$ cat src/rtl/xbus_seq.sv
module xbus_seq #(
  parameter int AW    = 16,
  parameter int DW    = 8,
  parameter int T_ALE = 2,
  parameter int T_GAP = 3,
  parameter int T_STB = 6
) (
  input  logic          clk,
  input  logic          rst_n,
  input  logic          req,
  input  logic          we,
  input  logic [AW-1:0] addr,
  input  logic [DW-1:0] wdata,
  input  logic [DW-1:0] p0_in,
  output logic [DW-1:0] p0_out,
  output logic          p0_oe,
  output logic [AW-DW-1:0] p2_out,
  output logic          ale,
  output logic          rd_n,
  output logic          wr_n,
  output logic [DW-1:0] rdata,
  output logic          done
);
  localparam int S_ADDR = T_ALE - 1;
  localparam int E_ADDR = T_ALE;
  localparam int S_STB  = T_ALE + T_GAP;
  localparam int E_STB  = S_STB + T_STB - 1;
  localparam int S_DATA = S_STB - 1;
  localparam int LAST   = E_STB + 1;
  localparam int CW     = $clog2(LAST + 1);

  logic          busy, we_q;
  logic [CW-1:0] cnt;
  logic [AW-1:0] a_q;
  logic [DW-1:0] d_q;
  logic          last, start, in_addr, in_data, stb;

  assign last  = busy && (cnt == CW'(LAST));
  assign start = req && (!busy || last);

  always_ff @(posedge clk) begin
    if (!rst_n) begin
      busy  <= 1'b0;
      we_q  <= 1'b0;
      cnt   <= '0;
      a_q   <= '0;
      d_q   <= '0;
      rdata <= '0;
    end else begin
      if (start) begin
        busy <= 1'b1;
        cnt  <= '0;
        a_q  <= addr;
        d_q  <= wdata;
        we_q <= we;
      end else if (last) begin
        busy <= 1'b0;
      end else if (busy) begin
        cnt <= cnt + 1'b1;
      end
      if (busy && !we_q && cnt == CW'(E_STB))
        rdata <= p0_in;
    end
  end

  assign in_addr = busy && cnt >= CW'(S_ADDR) && cnt <= CW'(E_ADDR);
  assign in_data = busy && we_q && cnt >= CW'(S_DATA) && cnt <= CW'(LAST);
  assign stb     = busy && cnt >= CW'(S_STB) && cnt <= CW'(E_STB);

  assign ale    = busy && cnt < CW'(T_ALE);
  assign rd_n   = !(stb && !we_q);
  assign wr_n   = !(stb && we_q);
  assign p0_oe  = in_addr || in_data;
  assign p0_out = in_addr ? a_q[DW-1:0] : (in_data ? d_q : '0);
  assign p2_out = a_q[AW-1:DW];
  assign done   = last;
endmodule


$ cat config.mk
export PLATFORM = sky130hd
export DESIGN_NAME = xbus_seq
export DESIGN_NICKNAME = d
export VERILOG_FILES = /design/src/rtl/xbus_seq.sv
export SDC_FILE = /design/constraint.sdc
export NUM_CORES = 1
export LEC_CHECK = 0
export BUFFER_PORTS_ARGS = -buffer_cell sky130_fd_sc_hd__buf_2
export CORE_ASPECT_RATIO = 1.2
export CORE_MARGIN = 3
export CORE_UTILIZATION = 50
export CTS_CLUSTER_DIAMETER = 200
export DETAILED_ROUTE_END_ITERATION = 10
export GPL_TIMING_DRIVEN = 0
export PLACE_DENSITY = 0.89
export SLEW_MARGIN = 20
export SYNTH_ARGS = -nofsm -noshare
export SYNTH_HDL_FRONTEND = slang
export SYNTH_SLANG_ARGS = --single-unit
export TNS_END_PERCENT = 10
$ cat constraint.sdc
create_clock -name clk -period 2.2 [get_ports clk]
set_input_delay 0 -clock clk [delete_from_list [all_inputs] [get_ports clk]]
set_output_delay 0 -clock clk [all_outputs]
set_load 0.03 [all_outputs]
==> metrics.md <==
| Metric | Value |
|---|---|
| Type of the worst setup path | `reg2out` |
| Total half-perimeter wirelength after legalization and detailed placement | `3.30 mm` |
| Reg power frac | `0.500` |
| Filler cells | `between 200 and 300` |
| Worst R2R Path Depth | `6` |
| Minimum clock period after layout | `approximately 2000 ps` |
| Total routing usage reported by global routing | `0.233` |
| Share of flip-flops with an asynchronous set or reset after synthesis | `0` |
| Number of port buffers | `63` |
| Setup repair after global routing missed its margin | `no` |
| Max Root-Sink Buffers | `2` |
| Pin count of the biggest net entering global routing | `11` |
| Die span in y | `approximately 74 um` |
| Fmax | `around 500 MHz` |
| Clock power share | `0.322` |
| Critical path capture point type | `primary output` |
| YS warnings | `0` |
| Worst hold path stage count | `3` |
| CORE AREA | `0.00366 sq mm` |
| Power Density | `approximately 550 mW/mm^2` |
| Via count of the first global-routing pass | `around 1,900` |
| Count of unique library cells instantiated by Yosys | `36` |
| Remaining antenna violation count after routing | `0` |
| Combined area of all synthesized cells | `around 0.0019 sq mm` |
| Xor and xnor area share after synthesis | `0.00458` |
| Fin crit share | `0.910` |
| Multi-input logic area | `slightly below 0.001 sq mm` |
| IO Pins | `65` |
| Critical path launch point type | `register` |
| CTS H-tree lvls | `2` |
| Synthesized-area fraction occupied by ao, oa, aoi and oai cells | `0.129` |
| Beginning of the worst hold path | `req` |
| Most used DFF post-synth | `sky130_fd_sc_hd__dfxtp_1` |
| Hold/Removal Path Class | `in2reg` |
| Drt drc | `0` |
| Sequential cell area in the final layout | `roughly 760 sq um` |
| Relative contribution of combinational cells to total power | `0.178` |
| Aggregate negative setup slack | `0 ps` |
| Maximum vdd drop | `436 uV` |
| Dominant combinational cell family by area after synthesis | `simple AND/OR/NAND/NOR gates` |
| Net Count, Synth | `~250` |
| Root buffer selected by CTS | `sky130_fd_sc_hd__clkbuf_8` |
| First-pass iteration count of the detailed router | `4` |
| Antenna Diode Count | `0` |
| Overall power | `about 0.0015 W` |
| Final Cell Area | `0.00271 sq mm` |
| Number of standard-cell rows in the floorplan | `24` |
| Worst R2R Setup Slack | `~380 ps` |
| Reported leakage power | `1.29 nW` |
| Effective utilization at floorplan | `0.523` |
| Worst Tran Pin Value | `approximately 510 ps` |
| Critical path data arrival time | `2000 ps` |
| Mean number of vias per cell | `5.08` |
| Pint | `~0.0011 W` |
| Reg2reg end | `a_q[8]$_SDFFE_PN0P_` |
| Synth Area per Inst | `roughly 8.9 sq um` |
| Total clock sinks | `38` |
| Die Outline Area | `0.00461 sq mm` |
| Count of flip-flops with a built-in enable after synthesis | `0` |
| Fraction of final layout cells with drive strength greater than 1 | `0.288` |
| Placed standard-cell area | `0.00229 sq mm` |
| Final core utilization | `0.739` |
| Number of antenna violations at the first check in global routing | `0` |
| Setup Viol. Count Final | `0` |
| Simple-gate share of the synthesized area | `0.226` |
| Setup Skew | `8.87 ps` |
| Worst flop-to-flop path startpoint | `cnt[0]$_SDFFE_PP0P_` |
| Detailed-route wire length | `between 5 and 6 mm` |
| Number of max-capacitance violations reported | `0` |
| P_sw | `approximately 0.00039 W` |
| Drt initial violations | `just over 80` |
| Clock input transition at the sequential cells of the worst setup and hold paths | `about 80 ps` |
| Post-CTS resize count | `0` |
| First-pass GRT wire length | `between 8 and 9 mm` |
| Number of vias after detailed routing | `around 1,900` |
| Max Fanout on Critical Path | `9` |
| Clock Latency Late Sink | `about 290 ps` |
| Final-report max-slew violation count | `0` |
| Fraction of synthesized area in multiplexers | `0.131` |
| Total count of hold-check failures in the final report | `0` |
| Portion of the post-synthesis area used by sequential elements | `0.397` |
| Required time of the critical path | `approximately 2200 ps` |
| Post-synthesis adder-cell area fraction | `0.0196` |
| Final Wtd Congestion | `0.840` |
| Run status | `complete, no violations` |
| Switch share | `0.261` |
| Endpoint with the worst hold slack | `busy$_SDFFE_PN0P_` |
| Floorplan die width | `62.5 um` |
| P&R area growth vs syn | `41.4%` |
| Wire length per cell | `roughly 14 um` |
| Clock buffers created by TritonCTS | `5` |
| Flip-flop and latch count after synthesis | `38` |
| CTS tree | `done` |
| Number of cells produced by synthesis | `around 210` |
| Max-slew headroom | `0.661` |
| Grt ovf | `0` |
| Count of nets after finishing | `356` |
==> power by group through the flow <==
stage | logic (W) | registers (W) | clock network [W]
global placement | 0.000210 | 0.000756 | 0
global route | 0.000287 | 0.000746 | 0.000516
detailed placement | 0.000213 | 0.000758 | 0
finish | 0.000264 | 0.000743 | 0.000478
floorplan | 0.000149 | 0.000752 | 0
CTS | 0.000259 | 0.000743 | 0.000485
==> cell usage after synthesis, types with 2 or more instances <==
master                      n  area share
sky130_fd_sc_hd__and3_1     3      0.0098
sky130_fd_sc_hd__buf_2      4       0.010
sky130_fd_sc_hd__a21boi_1  11       0.043
sky130_fd_sc_hd__dfxtp_1   38        0.40
sky130_fd_sc_hd__o21ai_1    8       0.021
sky130_fd_sc_hd__and2_1     3      0.0098
sky130_fd_sc_hd__nand2_1   52        0.10
sky130_fd_sc_hd__nand3_1   10       0.026
sky130_fd_sc_hd__inv_1      2      0.0039
sky130_fd_sc_hd__nand2b_1   2      0.0065
sky130_fd_sc_hd__buf_8      2       0.016
sky130_fd_sc_hd__buf_4     11       0.043
sky130_fd_sc_hd__nor3b_1    2      0.0078
sky130_fd_sc_hd__o21ai_0    2      0.0052
sky130_fd_sc_hd__a22o_1     8       0.037
sky130_fd_sc_hd__mux2i_1   25        0.13
sky130_fd_sc_hd__ha_1       3       0.020
sky130_fd_sc_hd__nor2b_1    3      0.0098
sky130_fd_sc_hd__a21oi_1    2      0.0052
sky130_fd_sc_hd__clkbuf_1   7       0.014
==> worst max path at each step <==
stage,start,to,slack (ps),cells after the start
6_report,cnt[0]$_SDFFE_PP0P_,p0_out[1],200,7
5_1_grt,cnt[0]$_SDFFE_PP0P_,p0_out[3],110,7
4_1_cts,cnt[0]$_SDFFE_PP0P_,p0_out[1],230,7
3_5_place_dp,cnt[0]$_SDFFE_PP0P_,a_q[8]$_SDFFE_PN0P_,440,6
3_3_place_gp,cnt[0]$_SDFFE_PP0P_,a_q[11]$_SDFFE_PN0P_,500,6
2_1_floorplan,cnt[0]$_SDFFE_PP0P_,a_q[11]$_SDFFE_PN0P_,660,6
==> registers in the layout, summed over array words and instances (netlist names) <==
signal / cells
cnt: 4
d_q: 8
we_q: 1
busy: 1
rdata: 8
a_q: 16
==> worst max-delay path, stage by stage (launching register included) <==
cell and delay (ps):
sky130_fd_sc_hd__dfxtp_1 530, sky130_fd_sc_hd__inv_1 100, sky130_fd_sc_hd__ha_1 200, sky130_fd_sc_hd__nand2b_1 100, sky130_fd_sc_hd__and3_1 150, sky130_fd_sc_hd__buf_2 220
sky130_fd_sc_hd__a22o_1 190, sky130_fd_sc_hd__buf_2 200
==> cells in the final DEF, fill, tap and decap left out, types with 8 or more instances in the layout <==
cell and instances:
sky130_fd_sc_hd__a22o_1 8, sky130_fd_sc_hd__buf_2 67, sky130_fd_sc_hd__buf_4 11, sky130_fd_sc_hd__dfxtp_1 38
sky130_fd_sc_hd__o21ai_1 8, sky130_fd_sc_hd__nand2_1 52, sky130_fd_sc_hd__a21boi_1 11, sky130_fd_sc_hd__nand3_1 10
sky130_fd_sc_hd__dlygate4sd3_1 33, sky130_fd_sc_hd__mux2i_1 25
==> layer usage <==
layer / vias up / global-route usage / routed length (um)
li1: 923 / - / -
met1: 885 / 0.242 / 2110
met2: 54 / 0.466 / 2750
met3: 8 / 0.0550 / 230
met4: 0 / 0.0686 / 59
met5: - / 0 / 0
==> kinds of logic (layout without fill, tap and decap cells) <==
kind of cell | Yosys count | count (layout)
AND/OR/NAND/NOR | 85 | 85
flip-flops | 38 | 38
AO/OA/AOI/OAI | 35 | 35
buffers and inverters | 27 | 129
multiplexers | 25 | 25
adder cells (fa/ha/maj) | 3 | 3
XOR/XNOR | 1 | 1
==> through the flow <==
step	hold WS (ps)	cells	setup slack (ps)
floorplan	142	214	660
global placement	250	329	504
detailed placement	254	329	438
CTS	29.4	368	226
global route	60.5	368	111
finish	35.6	368	198
==> what timing repair did <==
action | 4_1_cts | 5_1_grt
hold buffers | 33 | 0
setup buffers | 0 | 0
endpoints found under the hold margin | 33 | 0
==> final cells by class <==
cell class / instances / share of cell area
Sequential cell: 38 / 0.281
Multi-Input combinational cell: 149 / 0.360
Timing Repair Buffer: 96 / 0.238
Clock buffer: 6 / 0.0305
Inverter: 2 / 0.00277
Buffer: 25 / 0.0628
Tap cell: 52 / 0.0240
Power figures use the tool's default switching activity.
